[config.mk]
export PLATFORM = sky130hd
export DESIGN_NAME = fp_cmpsel_unit
export DESIGN_NICKNAME = d
export VERILOG_FILES = /design/src/rtl/fpcs_pkg.sv /design/src/rtl/fpcs_order.sv /design/src/rtl/fpcs_datapath.sv /design/src/rtl/fpcs_control.sv /design/src/rtl/fp_cmpsel_unit.sv
export SDC_FILE = /design/constraint.sdc
export NUM_CORES = 1
export LEC_CHECK = 0
export BUFFER_PORTS_ARGS = -buffer_cell sky130_fd_sc_hd__buf_2
export CORE_MARGIN = 5
export CORE_UTILIZATION = 55
export DETAILED_ROUTE_END_ITERATION = 8
export MAX_ROUTING_LAYER = met4
export PLACE_DENSITY = 0.94
export SLEW_MARGIN = 20
export SYNTH_ARGS = -nofsm -noshare
export SYNTH_HDL_FRONTEND = slang
export SYNTH_SLANG_ARGS = --single-unit
[constraint.sdc]
create_clock -name clk -period 1.1 [get_ports clk]
set_clock_uncertainty 0.2 [all_clocks]
set_input_delay 0.055 -clock clk [delete_from_list [all_inputs] [get_ports clk]]
set_output_delay 0.055 -clock clk [all_outputs]
set_load 0.01 [all_outputs]
[src/rtl/fpcs_pkg.sv]
package fpcs_pkg;
  localparam logic [2:0] OP_EQ  = 3'd0;
  localparam logic [2:0] OP_GT  = 3'd1;
  localparam logic [2:0] OP_GE  = 3'd2;
  localparam logic [2:0] OP_MIN = 3'd3;
  localparam logic [2:0] OP_MAX = 3'd4;

  localparam int FLAG_W   = 6;
  localparam int FLAG_INV = 1;
  localparam logic [FLAG_W-1:0] FLAG_MASK = 6'b111110;

  typedef struct packed {
    logic       capture;
    logic       isDouble;
    logic [2:0] op;
  } fpcs_ctrl_t;
endpackage

[src/rtl/fpcs_order.sv]
module fpcs_order #(
  parameter int EXP_W  = 8,
  parameter int FRAC_W = 23,
  localparam int W     = 1 + EXP_W + FRAC_W
) (
  input  logic [W-1:0] a,
  input  logic [W-1:0] b,
  output logic         aNan,
  output logic         bNan,
  output logic         eq,
  output logic         gt
);
  logic [W-2:0] magA, magB;
  logic sA, sB;

  assign sA   = a[W-1];
  assign sB   = b[W-1];
  assign magA = a[W-2:0];
  assign magB = b[W-2:0];

  assign aNan = (&a[W-2:FRAC_W]) && (|a[FRAC_W-1:0]);
  assign bNan = (&b[W-2:FRAC_W]) && (|b[FRAC_W-1:0]);

  always_comb begin
    eq = (magA == '0 && magB == '0) || (a == b);
    if (eq)            gt = 1'b0;
    else if (sA != sB) gt = !sA;
    else if (!sA)      gt = magA > magB;
    else               gt = magA < magB;
  end
endmodule

[src/rtl/fpcs_datapath.sv]
module fpcs_datapath
  import fpcs_pkg::*;
#(
  parameter int SGL_EXP  = 8,
  parameter int SGL_FRAC = 23,
  parameter int DBL_EXP  = 11,
  parameter int DBL_FRAC = 52,
  localparam int SGL_W   = 1 + SGL_EXP + SGL_FRAC,
  localparam int DATA_W  = 1 + DBL_EXP + DBL_FRAC
) (
  input  logic              clk,
  input  logic              rstN,
  input  fpcs_ctrl_t        ctrl,
  input  logic [DATA_W-1:0] opA,
  input  logic [DATA_W-1:0] opB,
  output logic              anyNan,
  output logic [DATA_W-1:0] resultQ,
  output logic              predQ
);
  logic [DATA_W-1:0] fmtMin [2];
  logic [DATA_W-1:0] fmtMax [2];
  logic              fmtEq  [2];
  logic              fmtGt  [2];
  logic              fmtNan [2];

  for (genvar g = 0; g < 2; g++) begin : g_fmt
    localparam int EW = (g == 1) ? DBL_EXP  : SGL_EXP;
    localparam int FWD = (g == 1) ? DBL_FRAC : SGL_FRAC;
    localparam int FW = 1 + EW + FWD;
    logic [FW-1:0] a, b, mn, mx;
    logic aNan, bNan, eq, gt;

    assign a = opA[FW-1:0];
    assign b = opB[FW-1:0];

    fpcs_order #(.EXP_W(EW), .FRAC_W(FWD)) u_order (
      .a(a), .b(b), .aNan(aNan), .bNan(bNan), .eq(eq), .gt(gt)
    );

    always_comb begin
      if (aNan && bNan) begin
        mn = '1;
        mx = '1;
      end else if (aNan) begin
        mn = b;
        mx = b;
      end else if (bNan) begin
        mn = a;
        mx = a;
      end else if (gt) begin
        mn = b;
        mx = a;
      end else if (eq) begin
        mn = a[FW-1] ? a : b;
        mx = a[FW-1] ? b : a;
      end else begin
        mn = a;
        mx = b;
      end
    end

    assign fmtMin[g] = DATA_W'(mn);
    assign fmtMax[g] = DATA_W'(mx);
    assign fmtEq[g]  = eq;
    assign fmtGt[g]  = gt;
    assign fmtNan[g] = aNan || bNan;
  end

  logic              selNan, selEq, selGt;
  logic [DATA_W-1:0] nxtRes;
  logic              nxtPred;

  assign selNan = fmtNan[ctrl.isDouble];
  assign selEq  = fmtEq[ctrl.isDouble];
  assign selGt  = fmtGt[ctrl.isDouble];
  assign anyNan = selNan;

  always_comb begin
    nxtRes  = '0;
    nxtPred = 1'b0;
    case (ctrl.op)
      OP_EQ:  nxtPred = !selNan && selEq;
      OP_GT:  nxtPred = !selNan && selGt;
      OP_GE:  nxtPred = !selNan && (selGt || selEq);
      OP_MIN: nxtRes  = fmtMin[ctrl.isDouble];
      OP_MAX: nxtRes  = fmtMax[ctrl.isDouble];
      default: ;
    endcase
  end

  always_ff @(posedge clk or negedge rstN) begin
    if (!rstN) begin
      resultQ <= '0;
      predQ   <= 1'b0;
    end else if (ctrl.capture) begin
      resultQ <= nxtRes;
      predQ   <= nxtPred;
    end
  end

  logic unusedSgl;
  assign unusedSgl = (SGL_W > 0) ? 1'b0 : 1'b1;
endmodule

[src/rtl/fpcs_control.sv]
module fpcs_control
  import fpcs_pkg::*;
(
  input  logic              clk,
  input  logic              rstN,
  input  logic              inValid,
  input  logic [2:0]        opSel,
  input  logic              isDouble,
  input  logic              stsWrEn,
  input  logic [FLAG_W-1:0] stsWrData,
  input  logic              anyNan,
  output fpcs_ctrl_t        ctrl,
  output logic              outValid,
  output logic [FLAG_W-1:0] stsFlags
);
  logic              invalidHit;
  logic [FLAG_W-1:0] stsQ, stsBase, raised;

  assign ctrl.capture  = inValid;
  assign ctrl.isDouble = isDouble;
  assign ctrl.op       = opSel;

  assign invalidHit = inValid && isDouble && anyNan &&
                      (opSel == OP_MIN || opSel == OP_MAX);
  assign raised  = FLAG_W'(invalidHit) << FLAG_INV;
  assign stsBase = stsWrEn ? (stsWrData & FLAG_MASK) : stsQ;

  always_ff @(posedge clk or negedge rstN) begin
    if (!rstN) begin
      stsQ     <= '0;
      outValid <= 1'b0;
    end else begin
      stsQ     <= stsBase | raised;
      outValid <= inValid;
    end
  end

  assign stsFlags = stsQ;
endmodule

[src/rtl/fp_cmpsel_unit.sv]
module fp_cmpsel_unit
  import fpcs_pkg::*;
#(
  parameter int SGL_EXP  = 8,
  parameter int SGL_FRAC = 23,
  parameter int DBL_EXP  = 11,
  parameter int DBL_FRAC = 52
) (
  input  logic        clk,
  input  logic        rstN,
  input  logic        inValid,
  input  logic [2:0]  opSel,
  input  logic        isDouble,
  input  logic [63:0] opA,
  input  logic [63:0] opB,
  input  logic        stsWrEn,
  input  logic [5:0]  stsWrData,
  output logic        outValid,
  output logic        outPred,
  output logic [63:0] outResult,
  output logic [5:0]  stsFlags
);
  fpcs_ctrl_t ctrl;
  logic       anyNan;

  fpcs_control u_control (
    .clk(clk), .rstN(rstN), .inValid(inValid), .opSel(opSel),
    .isDouble(isDouble), .stsWrEn(stsWrEn), .stsWrData(stsWrData),
    .anyNan(anyNan), .ctrl(ctrl), .outValid(outValid), .stsFlags(stsFlags)
  );

  fpcs_datapath #(
    .SGL_EXP(SGL_EXP), .SGL_FRAC(SGL_FRAC),
    .DBL_EXP(DBL_EXP), .DBL_FRAC(DBL_FRAC)
  ) u_datapath (
    .clk(clk), .rstN(rstN), .ctrl(ctrl), .opA(opA), .opB(opB),
    .anyNan(anyNan), .resultQ(outResult), .predQ(outPred)
  );
endmodule

==> impl_results.md, run 1 <==
- Vertical extent of the die: ~130 um
- Net count after synthesis: 1305
- Hold-fix buffers at CTS: 25
- Root cell of the clock tree: sky130_fd_sc_hd__clkbuf_16
- Setup fix buffers added after clock tree synthesis: 92
- Stopping stage: clock tree synthesis (4_1_cts)
- Clock net sink count: 71
- Die width: 133.6 um
- Sum of net half-perimeters after detailed placement: approximately 32000 um
- Count of cell types in the netlist: 63
- Tool Error: [ERROR DPL-0038] Utilization greater than 100%, impossible to legalize
- Gate count of the mapped netlist: 1096
- Number of placed I/O pins: 214
- Fraction of registers with async set or reset after synthesis: 1.000
- Instance count after placement with tap cells included: 1674
- Primary FF master, synth: sky130_fd_sc_hd__dfrtp_1
- Synthesis-stage register bit count: 71
- Netlist Area Pre-Place: 8399 um^2
- Sequential-to-total area share from yosys stat: 0.2115
- Worst Setup Slack post-DPL: -2.313 ns
- Number of port buffers: 211
- Number of H-tree branching levels: 3
- Num CTS Buffers: 9
- RePlAce Congestion: 1.040
- CTS-repair resized insts: 253
- Buffer depth of the longest clock path: 2
- Number of enable-type register cells in the synthesized netlist: 0
- Synthesized area per cell: around 7.7 um^2
- Initial cell density of the core: 0.5566
- FP Rows: 45
- Result of the run: stopped before the end
- Warning count from the yosys run: 0
==> Yosys cell counts (2+ instances only) <==
| cell type | n | area share |
|---|---|---|
| sky130_fd_sc_hd__a31oi_1 | 51 | 0.038 |
| sky130_fd_sc_hd__o221a_2 | 2 | 0.0027 |
| sky130_fd_sc_hd__o31ai_1 | 41 | 0.037 |
| sky130_fd_sc_hd__inv_1 | 71 | 0.032 |
| sky130_fd_sc_hd__a211o_1 | 2 | 0.0021 |
| sky130_fd_sc_hd__and4_1 | 24 | 0.025 |
| sky130_fd_sc_hd__nand3_1 | 11 | 0.0066 |
| sky130_fd_sc_hd__nor3_1 | 39 | 0.023 |
| sky130_fd_sc_hd__dfrtp_1 | 71 | 0.21 |
| sky130_fd_sc_hd__ha_1 | 67 | 0.10 |
| sky130_fd_sc_hd__a21o_1 | 4 | 0.0036 |
| sky130_fd_sc_hd__mux2_2 | 4 | 0.0054 |
| sky130_fd_sc_hd__o211ai_1 | 4 | 0.0036 |
| sky130_fd_sc_hd__a221o_1 | 10 | 0.012 |
| sky130_fd_sc_hd__o221ai_1 | 2 | 0.0021 |
| sky130_fd_sc_hd__xnor2_1 | 2 | 0.0021 |
| sky130_fd_sc_hd__o41a_1 | 31 | 0.042 |
| sky130_fd_sc_hd__a221oi_1 | 23 | 0.024 |
| sky130_fd_sc_hd__a211oi_1 | 6 | 0.0054 |
| sky130_fd_sc_hd__nand2b_1 | 4 | 0.0030 |
| sky130_fd_sc_hd__o21ai_0 | 17 | 0.010 |
| sky130_fd_sc_hd__o31a_1 | 2 | 0.0021 |
| sky130_fd_sc_hd__o21ai_1 | 24 | 0.014 |
| sky130_fd_sc_hd__buf_2 | 9 | 0.0054 |
| sky130_fd_sc_hd__a311oi_1 | 23 | 0.024 |
| sky130_fd_sc_hd__or4_1 | 10 | 0.0089 |
| sky130_fd_sc_hd__buf_1 | 3 | 0.0013 |
| sky130_fd_sc_hd__nor4_2 | 2 | 0.0030 |
| sky130_fd_sc_hd__a21oi_1 | 73 | 0.043 |
| sky130_fd_sc_hd__buf_6 | 5 | 0.0067 |
| sky130_fd_sc_hd__mux2i_1 | 4 | 0.0048 |
| sky130_fd_sc_hd__o311ai_0 | 8 | 0.0083 |
| sky130_fd_sc_hd__nand2_1 | 83 | 0.037 |
| sky130_fd_sc_hd__nor2b_1 | 3 | 0.0022 |
| sky130_fd_sc_hd__nor2_1 | 45 | 0.020 |
| sky130_fd_sc_hd__o221a_1 | 6 | 0.0080 |
| sky130_fd_sc_hd__o21a_1 | 36 | 0.032 |
| sky130_fd_sc_hd__clkbuf_1 | 89 | 0.040 |
| sky130_fd_sc_hd__nor4_1 | 61 | 0.045 |
| sky130_fd_sc_hd__nand4_1 | 67 | 0.050 |
| sky130_fd_sc_hd__and3_1 | 35 | 0.026 |
==> per-stage QoR <==
step	instance area, um^2	hold WS, ns
after global placement	12320	-0.3267
after floorplan	9082	-0.4406
after detailed placement	12320	-0.3276
==> cells by family after synthesis <==
kind of cell	after synthesis	synth area share
XOR/XNOR	2	0.002086
multiplexers	8	0.01013
other	1	0.0004465
AO/OA/AOI/OAI	377	0.3304
buffers and inverters	178	0.08580
flip-flops	71	0.2115
AND/OR/NAND/NOR	392	0.2598
adder cells (fa/ha/maj)	67	0.09981
==> run 2: changes to the inputs <==
--- a/config.mk
+++ b/config.mk
@@ -7,10 +7,9 @@
 export LEC_CHECK = 0
 export BUFFER_PORTS_ARGS = -buffer_cell sky130_fd_sc_hd__buf_2
 export CORE_MARGIN = 5
-export CORE_UTILIZATION = 55
+export CORE_UTILIZATION = 40
 export DETAILED_ROUTE_END_ITERATION = 8
-export MAX_ROUTING_LAYER = met4
-export PLACE_DENSITY = 0.94
+export PLACE_DENSITY_LB_ADDON = 0.15
 export SLEW_MARGIN = 20
 export SYNTH_ARGS = -nofsm -noshare
 export SYNTH_HDL_FRONTEND = slang
==> run 2 against run 1 <==
Against the previous run: the flow now finishes, with violations (hold timing, setup timing); synthesized cell count unchanged; area after synthesis stayed put.
==> impl_results.md, run 2 <==
- Final-report hold violation count: 20
- Worst-path cell chain: buf_2, buf_4, nor3_1, nand4_1, buf_4, nor4_4, nand3_1, o21a_1, and4_4, buf_8, buf_4, nor4_1, a31oi_1, a311oi_1
- Min setup slack post-route: -2.108 ns
- Relative contribution of the clock network to total power: 0.263
- Instance count after placement with tap cells included: between 1500 and 2000
- Remaining routing DRC violations: 0
- First-pass GRT wire length: 62450 um
- NetSw: roughly 4.8 mW
- Post-synthesis adder-cell area fraction: 0.09981
- Clock edge transition at the registers on the reported setup and hold paths: 0.07 ns
- Cell with the most instances after synthesis: sky130_fd_sc_hd__clkbuf_1
- Overall die area: 24000 um^2
- Combinational family with the most area after synthesis: compound AO/OA/AOI/OAI gates
- Buffering stage count on the worst path with inverters included: 5
- Maximum VDD drop: 0.6521 mV
- Count of cell types in the netlist: 63
- Required time at the worst-slack endpoint: ~1.1 ns
- Category of the worst setup path launch point: input port
- Num CTS Buffers: 9
- Total Routed Length: roughly 46000 um
- Simple logic cell fraction of the synthesized area: 0.2598
- Post-synthesis xor/xnor area fraction: 0.002086
- Number of nets still failing antenna checks after routing: 0
- Detailed Route Iter0 Violations: 1783
- Yosys top cell area share: 0.2115
- Fmax: 0.3118 GHz
- Critical path's largest stage delay: between 0.4 and 0.5 ns
- Fraction of the cycle the final worst path needs: 2.916
- Hold Slack: -0.1635 ns
- Synthesized area per cell: 7.664 um^2
- Transition at the pin with the smallest max-transition slack: just over 0.6 ns
- Setup TNS: -131.49 ns
- Sequential-to-total area share from yosys stat: 0.2115
- Sum of net half-perimeters after detailed placement: 28520 um
- Vias in the first global route: 11700
- Mux cell area share after synthesis: 0.01013
- Power share of the sequential group: 0.236
- Cell internal pwr: 8.146 mW
- Pins over their slew limit: 0
- Netlist Area Pre-Place: 8399 um^2
- Critical path capture point type: register
- Number of port buffers: 211
- Number of placed I/O pins: approximately 210
- Ant diodes: 0
- Die width: 154.9 um
- Busiest metal layer after global routing: met2
- Gate count of the mapped netlist: 1096
- Synthesis-stage register bit count: slightly above 70
- Hold WC Path Type: input port to register
- Static leakage: 6.909 nW
- Primary FF master, synth: sky130_fd_sc_hd__dfrtp_1
- Critical path peak fanout: 24
- Total vias in the final route: 12910
- Fraction of final layout cells with drive strength greater than 1: 0.5265
- Top cells by area, synth: sky130_fd_sc_hd__dfrtp_1 (21%), sky130_fd_sc_hd__ha_1 (10%), sky130_fd_sc_hd__nand4_1 (5.0%)
- Result of the run: finished, violations left
- Root cell of the clock tree: sky130_fd_sc_hd__clkbuf_16
- GRT Resource Usage Total: 0.3186
- Largest Register: u_datapath.resultQ
- Finished Layout Cells: 1935
- Clock latency on the worst-skew pair: 0.35 ns
- Global-route congestion overflow total: 0
- Fraction of registers with async set or reset after synthesis: 1.000
- Pwr per Cell Area: between 800 and 900 nW/um^2
- Data arrival, critical path: 3.24 ns
- Buffer depth of the longest clock path: 2
- Number of flip-flops in the largest register: 64
- Layout area overhead: 86.24%
- Cell taking the most area after synthesis: sky130_fd_sc_hd__dfrtp_1
- Fraction of power consumed by combinational cells: 0.500
- Warning count from the yosys run: 0
- Slew margin rel.: 0.5936
- Average vias per placed instance: 6.674
- Number of optimization iterations in the first detailed-route pass: 7
- Net count after synthesis: about 1300
- Synth Area in Compound Gates: 0.3304
- Worst Setup Path Type: input port to register
- RePlAce Congestion: 0.9281
- Min Clock Period, post-route: 3.208 ns
- Total of endpoints with negative setup slack in the final report: 136
- Post-layout net count: 1864
- Clock net sink count: 71
- Switching power share of the total: 0.3730
- Ranking of synthesized cells by instance count: sky130_fd_sc_hd__clkbuf_1 (89), sky130_fd_sc_hd__nand2_1 (83), sky130_fd_sc_hd__a21oi_1 (73)
- Cell with the most instances on the worst path: sky130_fd_sc_hd__buf_4
- FP Rows: 53
- Core area: ~21000 um^2
- TritonCTS clock tree: yes
- Pin count of the biggest net entering global routing: 49
- Global-route track usage on met3: 0.05035
- RSZ-0062 raised after global routing: true
- Number of antenna violations at the first check in global routing: 1
- Final routed wire length divided by cell count: approximately 24 um
- Met2 usage in global routing: 0.5322
- Slowest cell on crit path: sky130_fd_sc_hd__nor3_1
- Met1 Use GR: 0.4106
- Number of enable-type register cells in the synthesized netlist: 0
- Cell class contributing the biggest share of worst-path delay: simple AND/OR/NAND/NOR gates
- Most frequent standard cell in the layout excluding fill and tap cells: sky130_fd_sc_hd__buf_4
- Violated checks: hold timing, setup timing
- Number of max-cap violations: 0
- Most used cells in the layout excluding fill and tap cells: sky130_fd_sc_hd__buf_4 (356), sky130_fd_sc_hd__buf_2 (165), sky130_fd_sc_hd__nand2_1 (79)
- Vertical extent of the die: 154.9 um
- Number of H-tree branching levels: 3
- Initial cell density of the core: 0.4034
## run 2: cell counts after synthesis
Identical to the previous run, type by type.
## run 2: area by class of cell
cell class              instances  area, um^2
well taps                     275       344.1
repair buffers                654        5413
fillers                      1411        5180
multi-input cells             848        7438
clock inverters                 5       81.33
inverters                      71       346.6
clock buffers                  11       242.7
flip-flops and latches         71        1777
## run 2: cells by family after synthesis
group           count (synthesis)
mux                             8
compound gates                377
flops                          71
other cells                     1
simple gates                  392
buf+inv                       178
fa+ha+maj                      67
xor+xnor                        2
## run 2: per-layer routing
layer | share of wire | vias up
li1 | - | 5499
met1 | 0.36 | 6069
met5 | 0.00017 | -
met3 | 0.12 | 317
met2 | 0.46 | 1027
met4 | 0.069 | 2
## run 2: power groups by stage
stage	registers, mW	clock network (mW)	logic, mW
2_1_floorplan	3.20	0	2.22
3_3_place_gp	3.10	0	4.71
3_5_place_dp	3.11	0	4.78
4_1_cts	3.05	3.43	5.46
5_1_grt	3.09	3.53	6.83
6_report	3.07	3.42	6.50
## run 2: per-stage QoR
stage	utilization	total power [mW]	setup WS [ns]	hold slack, ns	area, um^2
floorplan	-	5.426	-1.736	-0.4406	9082
detailed placement	0.6068	7.889	-2.328	-0.2388	12640
finish	0.7512	12.99	-2.108	-0.1635	15640
global placement	0.6068	7.809	-2.232	-0.2415	12640
global route	0.7512	13.45	-2.241	-0.1516	15640
CTS	0.6839	11.95	-1.668	-0.1664	14240
## run 2: worst paths after layout
| kind | to | start | slack (ns) | cells after the start |
|---|---|---|---|---|
| min in group asynchronous | u_datapath.resultQ[20]$_DFFE_PN0P_ | rstN | -0.07 | 2 |
| setup reg to reg | u_datapath.resultQ[1]$_DFFE_PN0P_ | u_datapath.resultQ[1]$_DFFE_PN0P_ | -0.11 | 3 |
| setup / recovery | u_datapath.resultQ[1]$_DFFE_PN0P_ | opA[12] | -2.11 | 14 |
| max in group asynchronous | u_datapath.resultQ[44]$_DFFE_PN0P_ | rstN | 0.30 | 3 |
| hold reg to reg | u_control.stsFlags[2]$_DFFE_PN0P_ | u_control.stsFlags[2]$_DFFE_PN0P_ | 0.31 | 1 |
| hold / removal | u_control.stsFlags[2]$_DFFE_PN0P_ | stsWrEn | -0.16 | 2 |
## run 2: repair_timing
action                     4_1_cts  5_1_grt
hold buffers                    21        1
gates cloned                     3       16
gates resized for setup        126      150
setup endpoints to repair      137      137
setup buffers                   59       30
hold endpoints to repair        94       19
pin swaps                       39       48
Power figures use the tool's default switching activity.
==> run 3: changes to the inputs <==
--- a/config.mk
+++ b/config.mk
@@ -6,11 +6,12 @@
 export NUM_CORES = 1
 export LEC_CHECK = 0
 export BUFFER_PORTS_ARGS = -buffer_cell sky130_fd_sc_hd__buf_2
+export CORE_ASPECT_RATIO = 0.75
 export CORE_MARGIN = 5
 export CORE_UTILIZATION = 40
 export DETAILED_ROUTE_END_ITERATION = 8
 export PLACE_DENSITY_LB_ADDON = 0.15
-export SLEW_MARGIN = 20
+export SLEW_MARGIN = 30
 export SYNTH_ARGS = -nofsm -noshare
 export SYNTH_HDL_FRONTEND = slang
 export SYNTH_SLANG_ARGS = --single-unit
==> run 3 against run 2 <==
Against the previous run: the flow still finishes with violations (hold timing, setup timing); sequential share of layout area grew 0.28 points; sequential power barely moved; setup slack improved by 0.25 ns; critical path depth did not move; critical path type unchanged; largest cell class unchanged.
==> impl_results.md, run 3 (synthesis gave the netlist of run 2 again) <==
- Clock edge transition at the registers on the reported setup and hold paths: 0.07 ns
- Ant diodes: 0
- Number of antenna violations at the first check in global routing: 0
- Largest Register: u_datapath.resultQ
- Remaining routing DRC violations: 0
- Violated checks: hold timing, setup timing
- FILL cells: 1454
- GRT Resource Usage Total: 0.3276
- Core area: 20440 um^2
- Hold Slack: -0.1130 ns
- Instance count after placement with tap cells included: 1783
- Worst-path cell chain: buf_8, inv_6, ha_4, a21oi_2, nand2_1, a221oi_2, o211ai_1, a2111o_1, buf_4, o21ai_4, buf_6, and4_1, o21ai_1, a311oi_1
- Cell internal pwr: approximately 8.1 mW
- Final standard cell utilization of the core: 0.7471
- Clock latency on the worst-skew pair: between 0.3 and 0.4 ns
- Root cell of the clock tree: sky130_fd_sc_hd__clkbuf_16
- Most frequent standard cell in the layout excluding fill and tap cells: sky130_fd_sc_hd__buf_4
- NetSw: 4.624 mW
- Number of port buffers: 211
- Fraction of the cycle the final worst path needs: 2.686
- Number of H-tree branching levels: 3
- Detailed Route Iter0 Violations: 1868
- Min setup slack post-route: -1.855 ns
- Critical path's largest stage delay: about 0.50 ns
- Maximum VDD drop: 0.7194 mV
- Relative contribution of the clock network to total power: 0.277
- TritonCTS clock tree: yes
- Data arrival, critical path: roughly 3.0 ns
- Number of nets still failing antenna checks after routing: 0
- RSZ-0062 raised after global routing: true
- Finished Layout Cells: roughly 1900
- Register-to-register setup slack: -0.02 ns
- Power share of the sequential group: 0.239
- Most used cells in the layout excluding fill and tap cells: sky130_fd_sc_hd__buf_4 (310), sky130_fd_sc_hd__buf_2 (145), sky130_fd_sc_hd__nand2_1 (81)
- RePlAce Congestion: 0.9559
- Pin count of the biggest net entering global routing: between 40 and 50
- Buffer depth of the longest clock path: 2
- Final-report hold violation count: 13
- Transition at the pin with the smallest max-transition slack: 0.5416 ns
- Vertical extent of the die: roughly 140 um
- Worst Setup Path Type: input port to register
- Overall die area: 24030 um^2
- Design Power: 12.77 mW
- Number of flip-flops in the largest register: 64
- Pins over their slew limit: 0
- Vias in the first global route: 11320
- Category of the worst setup path launch point: input port
- Result of the run: finished, violations left
- Global-route congestion overflow total: 0
- Number of max-cap violations: 0
- Layout area overhead: 81.80%
- Total vias in the final route: between 10000 and 15000
- First-pass GRT wire length: 62780 um
- Critical path peak fanout: 16
- Min Clock Period, post-route: 2.955 ns
- Slowest cell on crit path: sky130_fd_sc_hd__a2111o_1
- Slew margin rel.: 0.6389
- Die width: 177.3 um
- Hold-fix buffers at CTS: 33
- Static leakage: 6.653 nW
- Total Routed Length: 43710 um
- Number of optimization iterations in the first detailed-route pass: 9
- Fraction of final layout cells with drive strength greater than 1: 0.4941
- Required time at the worst-slack endpoint: 1.15 ns
- Buffering stage count on the worst path with inverters included: 4
- Average vias per placed instance: 6.512
- Switching power share of the total: 0.3620
- Fraction of power consumed by combinational cells: 0.485
- Cell class contributing the biggest share of worst-path delay: compound AO/OA/AOI/OAI gates
- Fmax: 0.3384 GHz
- Pwr per Cell Area: 836.5 nW/um^2
- Clock net sink count: between 70 and 80
- Critical path capture point type: register
- Hold WC Path Type: input port to asynchronous set/reset pin
- FP Rows: 45
- Total of endpoints with negative setup slack in the final report: 136
- Initial cell density of the core: 0.4110
- Sum of net half-perimeters after detailed placement: 28310 um
- Worst Setup Slack post-DPL: -2.271 ns
- Final routed wire length divided by cell count: 23.04 um
- Num CTS Buffers: 9
- Post-layout net count: 1820
- Number of placed I/O pins: 214
-- run 3: changes by cell type in the layout (fill, tap and decap cells not counted), moves of 8 or more --
cell and change:
sky130_fd_sc_hd__inv_4 +8, sky130_fd_sc_hd__and3_1 -16, sky130_fd_sc_hd__inv_2 -12, sky130_fd_sc_hd__buf_6 +11
sky130_fd_sc_hd__buf_4 -46, sky130_fd_sc_hd__and3_4 +16, sky130_fd_sc_hd__nor4_1 +8, sky130_fd_sc_hd__a31oi_1 +13
sky130_fd_sc_hd__buf_2 -20, sky130_fd_sc_hd__dlygate4sd3_1 +11
-- run 3: cell type report --
type | instances | area (um^2) | area share
timing repair buffer | 611 | 5196 | 0.3403
sequential | 71 | 1777 | 0.1164
inverter | 71 | 371.6 | 0.02434
clock buffer | 10 | 229.0 | 0.01500
multi-input combinational | 847 | 7236 | 0.4739
clock inverter | 5 | 107.6 | 0.007047
tap | 282 | 352.8 | 0.02311
-- run 3: power groups by stage --
stage	Sequential, mW	Clock [mW]	Combinational, mW
6_report	3.05	3.53	6.19
5_1_grt	3.08	3.67	6.53
4_1_cts	3.05	3.58	5.33
3_5_place_dp	3.09	0	4.75
3_3_place_gp	3.09	0	4.69
2_1_floorplan	3.20	0	2.22
-- run 3: repair_timing --
item                                    CTS  global route
gates cloned                              5             6
buffers inserted                         16            44
resized for setup                       120           190
hold endpoints to repair                101            11
pin swaps                                54            69
endpoints found under the setup margin  136           137
-- run 3: per-layer routing --
| layer | track usage | part of all wire | vias to the layer above |
|---|---|---|---|
| met5 | 0 | 0 | - |
| met4 | 0.09146 | 0.035 | 0 |
| met3 | 0.08231 | 0.13 | 166 |
| met2 | 0.4730 | 0.42 | 1016 |
| met1 | 0.4819 | 0.42 | 5754 |
| li1 | - | - | 5417 |
-- run 3: final timing paths --
kind / from / endpoint / depth (start not counted)
worst max-delay path: opB[45] / u_datapath.resultQ[17]$_DFFE_PN0P_ / 14
worst min-delay path: rstN / u_datapath.resultQ[41]$_DFFE_PN0P_ / 2
worst max register to register: u_datapath.resultQ[30]$_DFFE_PN0P_ / u_datapath.resultQ[30]$_DFFE_PN0P_ / 2
worst min register to register: u_control.stsFlags[5]$_DFFE_PN0P_ / u_control.stsFlags[5]$_DFFE_PN0P_ / 1
max in group asynchronous: rstN / u_datapath.resultQ[63]$_DFFE_PN0P_ / 3
min in group clk: opA[48] / u_datapath.resultQ[48]$_DFFE_PN0P_ / 3
-- run 3: stage by stage --
stage	area, um^2	TNS [ns]
floorplan	9082	-107.15
global placement	12600	-142.46
detailed placement	12600	-145.28
CTS	14020	-112.29
global route	15270	-123.81
finish	15270	-117.72
==> run 4: changes to the inputs <==
--- a/config.mk
+++ b/config.mk
@@ -11,6 +11,7 @@
 export CORE_UTILIZATION = 40
 export DETAILED_ROUTE_END_ITERATION = 8
 export PLACE_DENSITY_LB_ADDON = 0.15
+export SETUP_SLACK_MARGIN = 0.4
 export SLEW_MARGIN = 30
 export SYNTH_ARGS = -nofsm -noshare
 export SYNTH_HDL_FRONTEND = slang
==> run 4 against run 3 <==
Against the previous run: the flow still finishes with violations (hold timing, setup timing); setup slack lost 0.030 ns; power grew 3.5%; critical endpoint is now u_datapath.resultQ[59]$_DFFE_PN0P_; critical path depth is the same; combinational power grew 7.3%; routed wire length grew 5.6%.
==> impl_results.md, run 4 (synthesis gave the netlist of run 2 again) <==
- Data arrival, critical path: 3.01 ns
- Final routed wire length divided by cell count: 24.51 um
- Remaining routing DRC violations: 0
- Vias in the first global route: 11370
- Hold Slack: -0.6547 ns
- Met2 WL: 19220 um
- Number of max-cap violations: 0
- Layout area overhead: 86.16%
- Static leakage: between 6 and 7 nW
- Total Routed Length: 46160 um
- Fraction of final layout cells with drive strength greater than 1: 0.5284
- Pwr per Cell Area: 845.8 nW/um^2
- Number of flip-flops in the largest register: 64
- Initial cell density of the core: 0.4110
- Worst Setup Slack post-DPL: -2.271 ns
- Total of endpoints with negative setup slack in the final report: 136
- Pin count of the biggest net entering global routing: 40
- Critical path peak fanout: 6
- Design Power: between 10 and 15 mW
- Vertical extent of the die: 135.5 um
- RePlAce Congestion: roughly 0.96
- Number of port buffers: 211
- Slew margin rel.: 0.6305
- Fraction of the cycle the final worst path needs: 2.713
- Violated checks: hold timing, setup timing
- Num CTS Buffers: 9
- Total vias in the final route: approximately 13000
- TritonCTS clock tree: yes
- Global-route congestion overflow total: 0
- Finished Layout Cells: 1883
- Transition at the pin with the smallest max-transition slack: 0.5542 ns
- Min setup slack post-route: -1.885 ns
- Ant diodes: 0
- Maximum VDD drop: around 0.7 mV
- Largest Register: u_datapath.resultQ
- Average vias per placed instance: 6.652
- Number of nets still failing antenna checks after routing: 0
- Critical path capture point type: register
- Pins over their slew limit: 0
- Number of optimization iterations in the first detailed-route pass: 8
- Min Clock Period, post-route: 2.985 ns
- Critical path origin: opA[27]
- GRT Resource Usage Total: 0.3337
- Root cell of the clock tree: sky130_fd_sc_hd__clkbuf_16
- Worst Setup Path Type: input port to register
- Clock net sink count: 71
- Overall die area: 24030 um^2
- Result of the run: finished, violations left
- Number of H-tree branching levels: 3
- Clock edge transition at the registers on the reported setup and hold paths: 0.07 ns
- Fmax: about 0.34 GHz
- Post-layout net count: 1806
- Detailed Route Iter0 Violations: 1932
- Clock latency on the worst-skew pair: 0.35 ns
- Number of antenna violations at the first check in global routing: 0
- Category of the worst setup path launch point: input port
- Instance count after placement with tap cells included: 1783
- Most frequent standard cell in the layout excluding fill and tap cells: sky130_fd_sc_hd__buf_4
- Number of placed I/O pins: ~210
- Buffer depth of the longest clock path: 2
- FP Rows: 45
- Detailed-routing wirelength on met1: 18760 um
- Sum of net half-perimeters after detailed placement: 28310 um
- RSZ-0062 raised after global routing: true
- Most used cells in the layout excluding fill and tap cells: sky130_fd_sc_hd__buf_4 (314), sky130_fd_sc_hd__buf_2 (141), sky130_fd_sc_hd__nand2_1 (80)
- Required time at the worst-slack endpoint: ~1.1 ns
- Amount of wire on met3 after detailed routing: ~6400 um
- Die width: roughly 180 um
- First-pass GRT wire length: 63540 um
- Top Layer Used: met4
- Hold WC Path Type: input port to asynchronous set/reset pin
- Depth of the most critical reg-to-reg path: 3
- Core area: 20440 um^2
- Final-report hold violation count: 97
- Final standard cell utilization of the core: 0.7650
- Worst r2r src: u_datapath.resultQ[31]$_DFFE_PN0P_
-- run 4: area by class of cell --
cell class                 count  area, um^2
fill                        1370        4802
sequential                    71        1777
clock buffer                  10       229.0
inverter                      71       361.6
tap                          282       352.8
clock inverter                 5       107.6
timing repair buffer         596        5271
multi-input combinational    848        7537
-- run 4: final timing paths --
check	endpoint	slack [ns]
hold reg to reg	u_control.stsFlags[5]$_DFFE_PN0P_	0.30
hold / removal	u_datapath.resultQ[41]$_DFFE_PN0P_	-0.65
min in group clk	u_control.stsFlags[5]$_DFFE_PN0P_	-0.26
setup / recovery	u_datapath.resultQ[59]$_DFFE_PN0P_	-1.88
max in group asynchronous	u_datapath.resultQ[63]$_DFFE_PN0P_	0.89
setup reg to reg	u_datapath.resultQ[31]$_DFFE_PN0P_	-0.08
-- run 4: routing by layer --
| layer | GRT usage | vias up |
|---|---|---|
| li1 | - | 5407 |
| met1 | 0.4819 | 5834 |
| met2 | 0.4817 | 1078 |
| met3 | 0.09431 | 206 |
| met4 | 0.09961 | 0 |
| met5 | 0 | - |
-- run 4: what timing repair did --
item,in CTS,in global routing
gates cloned,12,10
endpoints found under the setup margin,141,141
pin swaps,58,65
endpoints found under the hold margin,101,96
gates resized for setup,138,223
setup buffers,21,42
-- run 4: critical path, stage by stage --
cell and delay (ns):
sky130_fd_sc_hd__buf_8 0.11, sky130_fd_sc_hd__nor4_4 0.32, sky130_fd_sc_hd__buf_4 0.16, sky130_fd_sc_hd__nand4_1 0.22
sky130_fd_sc_hd__nor4_2 0.45, sky130_fd_sc_hd__nand3_1 0.22, sky130_fd_sc_hd__o21a_4 0.19, sky130_fd_sc_hd__and4_4 0.19
sky130_fd_sc_hd__nor3_4 0.21, sky130_fd_sc_hd__buf_6 0.19, sky130_fd_sc_hd__buf_12 0.14, sky130_fd_sc_hd__buf_6 0.10
sky130_fd_sc_hd__nor3_2 0.03, sky130_fd_sc_hd__o41a_1 0.41
-- run 4: per-stage QoR --
step | area [um^2] | TNS (ns)
after floorplan | 9082 | -107.15
after global placement | 12600 | -142.46
after detailed placement | 12600 | -145.28
after CTS | 13990 | -113.31
after global routing | 15640 | -125.35
final | 15640 | -120.01
-- run 4: report_power, final --
group | leakage (nW) | total (mW) | internal, mW | switching, mW
Combinational | 5.74 | 6.64 | 3.25 | 3.39
Sequential | 0.880 | 3.05 | 2.88 | 0.163
Clock | 0.163 | 3.53 | 2.22 | 1.32
